$ cat config.mk
export PLATFORM = sky130hd
export DESIGN_NAME = spi_cmd_slave
export DESIGN_NICKNAME = d
export VERILOG_FILES = /design/src/rtl/spi_ctl_pkg.sv /design/src/rtl/spi_sync.sv /design/src/rtl/spi_shift_word.sv /design/src/rtl/spi_regfile.sv /design/src/rtl/spi_cmd_slave.sv
export SDC_FILE = /design/constraint.sdc
export NUM_CORES = 2
export LEC_CHECK = 0
export BUFFER_PORTS_ARGS = -buffer_cell sky130_fd_sc_hd__buf_2
export CORE_AREA = 3 3 345 347
export DETAILED_ROUTE_END_ITERATION = 12
export DIE_AREA = 0 0 348 350
export PLACE_DENSITY = 0.61
export SLEW_MARGIN = 20
export SYNTH_ARGS = -nofsm -noshare
export SYNTH_HDL_FRONTEND = slang
export SYNTH_HIERARCHICAL = 1
export SYNTH_SLANG_ARGS = --single-unit
$ cat constraint.sdc
create_clock -name clk_i -period 9.62 [get_ports clk_i]
set_clock_uncertainty 0.1 [all_clocks]
set_input_delay 1.924 -clock clk_i [delete_from_list [all_inputs] [get_ports clk_i]]
set_output_delay 1.924 -clock clk_i [all_outputs]
set_load 0.01 [all_outputs]
$ cat src/rtl/spi_ctl_pkg.sv
package spi_ctl_pkg;
  typedef enum logic [2:0] {
    OP_PCFG   = 3'd0,
    OP_RESUME = 3'd1,
    OP_STAT   = 3'd2,
    OP_LIMRST = 3'd3,
    OP_WRREG  = 3'd4,
    OP_DFT    = 3'd5,
    OP_SMP    = 3'd6,
    OP_LIM    = 3'd7
  } op_e;

  localparam int unsigned WORD_W        = 16;
  localparam logic [15:0] ID_WORD       = 16'hF0A5;
  localparam int unsigned STAT_SMP_BIT  = 2;
  localparam int unsigned STAT_HALT_BIT = 4;
endpackage

$ cat src/rtl/spi_sync.sv
module spi_sync #(
  parameter int unsigned W            = 3,
  parameter int unsigned STAGES       = 2,
  parameter logic [W-1:0] RST_VAL     = '0
) (
  input  logic         clk_i,
  input  logic         rst_ni,
  input  logic [W-1:0] d_i,
  output logic [W-1:0] q_o
);
  logic [STAGES-1:0][W-1:0] chain_q;

  always_ff @(posedge clk_i or negedge rst_ni) begin
    if (!rst_ni) chain_q <= {STAGES{RST_VAL}};
    else begin
      chain_q[0] <= d_i;
      for (int s = 1; s < STAGES; s++) chain_q[s] <= chain_q[s-1];
    end
  end

  assign q_o = chain_q[STAGES-1];
endmodule

$ cat src/rtl/spi_shift_word.sv
module spi_shift_word #(
  parameter int unsigned WORD_W = 16
) (
  input  logic              clk_i,
  input  logic              rst_ni,
  input  logic              start_i,   // chip select fell
  input  logic              rise_i,
  input  logic              fall_i,
  input  logic              mosi_i,
  input  logic [WORD_W-1:0] first_i,   // word shown before the first edge
  input  logic [WORD_W-1:0] next_i,    // word loaded after each completed word
  output logic [WORD_W-1:0] word_o,
  output logic              word_vld_o,
  output logic              tx_msb_o
);
  localparam int unsigned CNT_W = $clog2(WORD_W);

  logic [CNT_W-1:0]  bit_cnt_q;
  logic [WORD_W-1:0] rx_q, tx_q;
  logic              pend_q;

  always_ff @(posedge clk_i or negedge rst_ni) begin
    if (!rst_ni) begin
      bit_cnt_q  <= '0;
      rx_q       <= '0;
      tx_q       <= '0;
      pend_q     <= 1'b0;
      word_o     <= '0;
      word_vld_o <= 1'b0;
    end else begin
      word_vld_o <= 1'b0;
      if (start_i) begin
        bit_cnt_q <= '0;
        tx_q      <= first_i;
        pend_q    <= 1'b0;
      end else if (rise_i) begin
        rx_q      <= {rx_q[WORD_W-2:0], mosi_i};
        bit_cnt_q <= bit_cnt_q + 1'b1;
        if (bit_cnt_q == CNT_W'(WORD_W-1)) begin
          word_o     <= {rx_q[WORD_W-2:0], mosi_i};
          word_vld_o <= 1'b1;
          pend_q     <= 1'b1;
        end
      end else if (fall_i) begin
        if (pend_q) begin
          tx_q   <= next_i;
          pend_q <= 1'b0;
        end else begin
          tx_q <= {tx_q[WORD_W-2:0], 1'b0};
        end
      end
    end
  end

  assign tx_msb_o = tx_q[WORD_W-1];
endmodule

$ cat src/rtl/spi_regfile.sv
module spi_regfile #(
  parameter int unsigned NREGS = 16,
  parameter int unsigned DW    = 16,
  parameter int unsigned AW    = 8
) (
  input  logic                      clk_i,
  input  logic                      rst_ni,
  input  logic                      we_i,
  input  logic [AW-1:0]             addr_i,
  input  logic [DW-1:0]             wdata_i,
  output logic [NREGS-1:0][DW-1:0]  regs_o
);
  for (genvar g = 0; g < NREGS; g++) begin : g_reg
    always_ff @(posedge clk_i or negedge rst_ni) begin
      if (!rst_ni)                                 regs_o[g] <= '0;
      else if (we_i && addr_i == AW'(g))           regs_o[g] <= wdata_i;
    end
  end
endmodule

$ cat src/rtl/spi_cmd_slave.sv
module spi_cmd_slave
  import spi_ctl_pkg::*;
#(
  parameter int unsigned NREGS       = 16,
  parameter int unsigned MASK_ADDR   = 3,
  parameter int unsigned VAL_W       = 48,
  parameter int unsigned SMP_VALS    = 6,
  parameter int unsigned DFT_VALS    = 4,
  parameter int unsigned LIM_VALS    = 6,
  parameter int unsigned PT_W        = 13,
  parameter int unsigned PCFG_WORDS  = 6,
  parameter int unsigned SYNC_STAGES = 2
) (
  input  logic                             clk_i,
  input  logic                             rst_ni,
  input  logic                             sck_i,
  input  logic                             cs_ni,
  input  logic                             mosi_i,
  output logic                             miso_o,
  output logic [NREGS-1:0][WORD_W-1:0]     regs_o,
  input  logic [SMP_VALS-1:0][VAL_W-1:0]   smp_val_i,
  input  logic [PT_W-1:0]                  smp_point_i,
  input  logic [WORD_W-PT_W-1:0]           smp_stage_i,
  input  logic                             smp_valid_i,
  input  logic [DFT_VALS-1:0][VAL_W-1:0]   dft_val_i,
  input  logic [LIM_VALS-1:0][WORD_W-1:0]  lim_val_i,
  input  logic                             sweep_halted_i,
  output logic                             pcfg_we_o,
  output logic [PT_W-1:0]                  pcfg_point_o,
  output logic [$clog2(PCFG_WORDS)-1:0]    pcfg_sel_o,
  output logic [WORD_W-1:0]                pcfg_data_o,
  output logic                             resume_o,
  output logic                             lim_reset_o,
  output logic                             irq_o
);
  localparam int unsigned PARTS  = VAL_W / WORD_W;
  localparam int unsigned STG_W  = WORD_W - PT_W;
  localparam int unsigned SMP_WORDS = 1 + PARTS * SMP_VALS + 1;
  localparam int unsigned IDX_W  = $clog2(SMP_WORDS + 1);
  localparam int unsigned SEL_W  = $clog2(PCFG_WORDS);
  localparam logic [IDX_W-1:0] IDX_MAX = '1;

  // pin synchronizers and edge detect
  logic sck_s, cs_s, mosi_s, sck_q, cs_q;
  spi_sync #(.W(3), .STAGES(SYNC_STAGES), .RST_VAL(3'b010)) u_sync (
    .clk_i, .rst_ni, .d_i({mosi_i, cs_ni, sck_i}), .q_o({mosi_s, cs_s, sck_s})
  );

  always_ff @(posedge clk_i or negedge rst_ni) begin
    if (!rst_ni) begin
      sck_q <= 1'b0;
      cs_q  <= 1'b1;
    end else begin
      sck_q <= sck_s;
      cs_q  <= cs_s;
    end
  end

  logic active, rise, fall, cs_fall;
  assign active  = ~cs_s;
  assign rise    = active & sck_s & ~sck_q;
  assign fall    = active & ~sck_s & sck_q;
  assign cs_fall = cs_q & ~cs_s;

  // status
  logic smp_avail_q, halt_q;
  logic [WORD_W-1:0] status_w, next_w, word_w;
  logic word_vld, tx_msb;
  logic [IDX_W-1:0] word_idx_q;
  op_e  op_q;
  logic [PT_W-1:0] arg_q;
  logic first_vld, clr_smp;

  always_comb begin
    status_w = '0;
    status_w[STAT_SMP_BIT]  = smp_avail_q;
    status_w[STAT_HALT_BIT] = halt_q;
  end

  spi_shift_word #(.WORD_W(WORD_W)) u_shift (
    .clk_i, .rst_ni, .start_i(cs_fall), .rise_i(rise), .fall_i(fall),
    .mosi_i(mosi_s), .first_i(status_w), .next_i(next_w),
    .word_o(word_w), .word_vld_o(word_vld), .tx_msb_o(tx_msb)
  );

  assign miso_o    = tx_msb & active;
  assign first_vld = word_vld && (word_idx_q == '0);
  assign clr_smp   = first_vld && (word_w[WORD_W-1 -: 3] == OP_SMP);

  always_ff @(posedge clk_i or negedge rst_ni) begin
    if (!rst_ni) begin
      word_idx_q  <= '0;
      op_q        <= OP_PCFG;
      arg_q       <= '0;
      smp_avail_q <= 1'b0;
      halt_q      <= 1'b0;
    end else begin
      halt_q <= sweep_halted_i;
      if (smp_valid_i)  smp_avail_q <= 1'b1;
      else if (clr_smp) smp_avail_q <= 1'b0;
      if (cs_fall) word_idx_q <= '0;
      else if (word_vld && word_idx_q != IDX_MAX) word_idx_q <= word_idx_q + 1'b1;
      if (first_vld) begin
        op_q  <= op_e'(word_w[WORD_W-1 -: 3]);
        arg_q <= word_w[PT_W-1:0];
      end
    end
  end

  // result shadow, taken as the frame opens
  logic [SMP_VALS-1:0][VAL_W-1:0]  smp_snap;
  logic [DFT_VALS-1:0][VAL_W-1:0]  dft_snap;
  logic [LIM_VALS-1:0][WORD_W-1:0] lim_snap;
  logic [WORD_W-1:0]               tag_snap;

  always_ff @(posedge clk_i or negedge rst_ni) begin
    if (!rst_ni) begin
      smp_snap <= '0;
      dft_snap <= '0;
      lim_snap <= '0;
      tag_snap <= '0;
    end else if (cs_fall) begin
      smp_snap <= smp_val_i;
      dft_snap <= dft_val_i;
      lim_snap <= lim_val_i;
      tag_snap <= {smp_stage_i, smp_point_i};
    end
  end

  always_comb begin
    next_w = '0;
    case (op_q)
      OP_STAT: if (word_idx_q == IDX_W'(1)) next_w = ID_WORD;
      OP_SMP: begin
        for (int v = 0; v < SMP_VALS; v++)
          for (int p = 0; p < PARTS; p++)
            if (int'(word_idx_q) == 1 + PARTS*v + p) next_w = smp_snap[v][p*WORD_W +: WORD_W];
        if (int'(word_idx_q) == 1 + PARTS*SMP_VALS) next_w = tag_snap;
      end
      OP_DFT: begin
        for (int v = 0; v < DFT_VALS; v++)
          for (int p = 0; p < PARTS; p++)
            if (int'(word_idx_q) == 1 + PARTS*v + p) next_w = dft_snap[v][p*WORD_W +: WORD_W];
      end
      OP_LIM: begin
        for (int k = 0; k < LIM_VALS; k++)
          if (int'(word_idx_q) == 1 + k) next_w = lim_snap[k];
      end
      default: ;
    endcase
  end

  // register file
  logic rf_we;
  assign rf_we = word_vld && (op_q == OP_WRREG) && (word_idx_q == IDX_W'(1));

  spi_regfile #(.NREGS(NREGS), .DW(WORD_W), .AW(8)) u_rf (
    .clk_i, .rst_ni, .we_i(rf_we), .addr_i(arg_q[7:0]), .wdata_i(word_w), .regs_o
  );

  logic [WORD_W-1:0] mask_w;
  assign mask_w = regs_o[MASK_ADDR];
  assign irq_o  = |(status_w & mask_w);

  // point config and strobes
  assign pcfg_we_o    = word_vld && (op_q == OP_PCFG) && (word_idx_q != '0)
                        && (word_idx_q <= IDX_W'(PCFG_WORDS));
  assign pcfg_point_o = arg_q;
  assign pcfg_sel_o   = SEL_W'(word_idx_q - IDX_W'(1));
  assign pcfg_data_o  = word_w;
  assign resume_o     = first_vld && (word_w[WORD_W-1 -: 3] == OP_RESUME);
  assign lim_reset_o  = first_vld && (word_w[WORD_W-1 -: 3] == OP_LIMRST);
endmodule

==> out/metrics.yaml <==
outcome:
  run_status: "completed"
global_routing:
  antenna_found_initial: 49
  grt_pass1_wl_mm: 246
  first_global_vias: 32400
  global_route.overflow_total: 0
  maximum_number_of_pins_on_one_net_before_global_route_repair: 191
  grt_busiest_layer: "met2"
  met2_usage_pct: 42.5
  met1_track_usage_gr_pct: 38.1
  grt_usage_pct: 28.3
  use_met3_pct: 8.03
synth:
  synth.yosys.warnings: 6
  netlist.area_leader.share_pct: 55.2
  ys.flop_type: "dfrtp_1"
  synthAdderAreaFrac_pct: 0.238
  post_synth_num_cell_types: 97
  ys_async_sr_fraction_pct: 100
  synth_seq_area_share_pct: 55.4
  post_synth_and_or_nand_nor_area_fraction_pct: 6.02
  area_fraction_in_compound_gates_after_synthesis_pct: 10.2
  post_synthesis_area_per_instance_sq_um: 13.1
  synth_xor_area_share_pct: 0.146
  netlist_instances: 3214
  synth_area_sq_um: 42100
  synth_mux_area_share_pct: 24.8
  synth.area.top_cells: "dfrtp_1, mux2_2, mux2_1"
  synth_edf_count: 0
  synth_seq_cells: 932
  largest_family_of_logic_cells_by_synthesized_area: "multiplexers"
  synth_top_cell_by_area: "dfrtp_1"
pwr:
  total_power_w: 0.00980
  worst_ir_drop_vdd_v: 0.000148
  power_per_cell_area_nw_per_um2: 189
  power.leakage_nw: 24.4
critical_path:
  timing.critical_path.required_ps: 7600
  worstPathMaxFanout: 53
  criticalPathCategory: "reg2out"
  element_type_at_the_critical_path_start: "register"
  critPathArrivalTime_ps: 4780
  setup.worst_path.end_class: "output pin"
route:
  wl_per_cell_um: 31.4
  route.vias.total: 32800
  route.final.wire_length_mm: 178
  detail-route-antenna-nets: 0
  post-route-drc-count: 0
  drt_pass1_iterations: 6
  viasPerCell: 5.77
  drt-initial-drc-count: 3643
placed_design:
  portBuffers: 891
  hpwl_mm: 134
  dpl_cell_area_sq_um: 48000
  place_congestion: 0.987
  post-place-ws_ps: 3520
layout:
  fillerInstances: 10800
  areaGrowthSynthToFinish_pct: 23.0
  final_instance_area_sq_um: 51800
  layout-drive-gt1-share_pct: 49.1
  area_used_by_multi_input_combinational_logic_sq_um: 17600
  sequential_cell_area_sq_um: 23300
  num-nets-final: 4653
timing:
  worst_slew_pin_slew_ps: 1240
  max_freq_mhz: 147
  timing.final.crit_period_ps: 6800
  setup_viol: 0
  relSlewSlack_pct: 16.2
  max_slew_violation_count: 0
  report.final.hold_viol_count: 0
  unrepaired_setup_endpoints_after_global_routing: "no"
  tns_ps: 0
  finalCritPeriodShare_pct: 70.7
  setup_slack_ps: 2820
  worst_hold_margin_ps: 246
cts:
  holdBufCountCts: 0
  cts.repair.resized: 0
  tritoncts_num_sinks: 932
  cts_setup_buffers: 0
  numCtsBuffers: 104
  h-tree-depth: 3
  cts_tree: "done"
  clk-insertion-delay-late_ps: 710
  clockBufferDepth: 3
  clk_transition_reported_paths_ps: 70
  clockRootBuffer: "clkbuf_16"
floorplanning:
  coreArea_sq_um: 116000
  vertical_die_dimension_um: 350
  fp-row-count: 125
  dieArea_sq_um: 122000
  chipWidth_um: 348
  initial_core_util_pct: 36.3
  ioPinCount: 892
job:
  drv_cap: 0
hold_path:
  worst_hold_path_type: "reg2reg"
synth_stat cells (11+ instances only):
library cell  number
nand2_1          141
inv_1             20
mux2_4            28
a32oi_1           20
buf_6             24
mux2_1            90
nor3_1            14
a21oi_1          161
a211oi_1          15
o2bb2ai_1         24
dfrtp_1          929
nand4_1           11
o21ai_0          111
a21o_1            23
o211ai_1          19
and3_1            12
clkbuf_1         146
buf_1             12
o22ai_1           53
nor2b_1           12
nor2_1           102
a22oi_1           31
o221ai_1          38
a221o_1           15
mux2_2           799
buf_2             63
nand4bb_1         11
nand4_4           11
a221oi_1          31
nand2b_1          17
nand3_1           20
worst max-delay path, cell delays in order, from the launching register on:
cell      delay (ps)
dfrtp_1          480
inv_1            220
ha_2             380
buf_4            640
nand4_1          920
clkinv_1         620
nand2_1          140
nor3b_1          390
buf_2            220
metrics by stage:
step / std cells / utilization, %
3_3_place_gp: 5461 / 41.3
6_report: 5677 / 44.6
5_1_grt: 5663 / 44.6
3_5_place_dp: 5461 / 41.3
4_1_cts: 5651 / 44.5
2_1_floorplan: 3227 / -
cell usage in the layout (no fill, tap or decap), types with 23 or more instances in the layout:
master | netlist | final
a21o_1 | 23 | 23
a21oi_1 | 161 | 161
a221oi_1 | 31 | 31
a22oi_1 | 31 | 31
buf_2 | 63 | 890
buf_4 | 8 | 68
clkbuf_1 | 146 | 23
clkbuf_16 | 0 | 105
dfrtp_1 | 929 | 926
diode_2 | 0 | 23
mux2_1 | 90 | 90
mux2_2 | 799 | 799
mux2_4 | 28 | 28
nand2_1 | 141 | 141
nor2_1 | 102 | 100
o21ai_0 | 111 | 111
o221ai_1 | 38 | 38
o22ai_1 | 53 | 53
o2bb2ai_1 | 24 | 24
flip-flops by register name, indices dropped and copies added, names as in the netlist:
signal and flops:
smp_snap 288, u_rf/regs_o 256, dft_snap 192, lim_snap 96
tag_snap 16, u_shift/tx_q 16, u_shift/word_o 16, u_shift/rx_q 15
pcfg_point_o 13, word_idx_q 5, u_shift/bit_cnt_q 4, op_q 3
u_sync/chain_q 3, u_sync/q_o 3, cs_q 1, halt_q 1
sck_q 1, smp_avail_q 1, u_shift/pend_q 1, u_shift/word_vld_o 1
where the power goes:
group / total (W) / internal (W) / switching [W]
combinational: 0.000830 / 0.000486 / 0.000344
sequential: 0.00470 / 0.00433 / 0.000360
clock: 0.00428 / 0.00254 / 0.00173
total: 0.00980 / 0.00737 / 0.00244
kinds of logic (layout without fill, tap and decap cells):
logic type      after synthesis  after routing
other cells                   1             37
simple gates                438            438
buf+inv                     276           1179
flops                       932            932
compound gates              632            632
fa+ha+maj                     8              8
xor+xnor                      7              7
mux                         920            920
final timing paths:
kind | to | startpoint | cells past startpoint | slack [ps]
max in group asynchronous | u_rf/regs_o[26]$_DFFE_PN0P_ | rst_ni | 3 | 6190
worst min-delay path | u_sync/q_o[0]$_DFF_PN0_ | u_sync/chain_q[0]$_DFF_PN0_ | 0 | 250
worst max-delay path | lim_reset_o | word_idx_q[0]$_DFFE_PN0P_ | 8 | 2820
min in group asynchronous | u_rf/regs_o[178]$_DFFE_PN0P_ | rst_ni | 1 | 1210
worst max register to register | u_shift/tx_q[15]$_DFFE_PN0P_ | word_idx_q[0]$_DFFE_PN0P_ | 12 | 4050
worst min register to register | u_sync/q_o[0]$_DFF_PN0_ | u_sync/chain_q[0]$_DFF_PN0_ | 0 | 250
metal layers:
metal | share of wire [%] | vias up
met2 | 44 | 1760
met4 | 4.7 | 20
met5 | 0.071 | -
li1 | - | 13600
met3 | 9.6 | 375
met1 | 41 | 17000
cell type report:
cell class / instances / area share (%)
antenna: 23 / 0.111
clock buffer: 147 / 5.74
clock inverter: 43 / 1.35
inverter: 21 / 0.152
multi-input combinational: 2019 / 34.0
sequential: 932 / 45.0
tap: 1524 / 3.68
timing repair buffer: 968 / 9.95
Note: power is estimated with default switching activity, not from simulation.
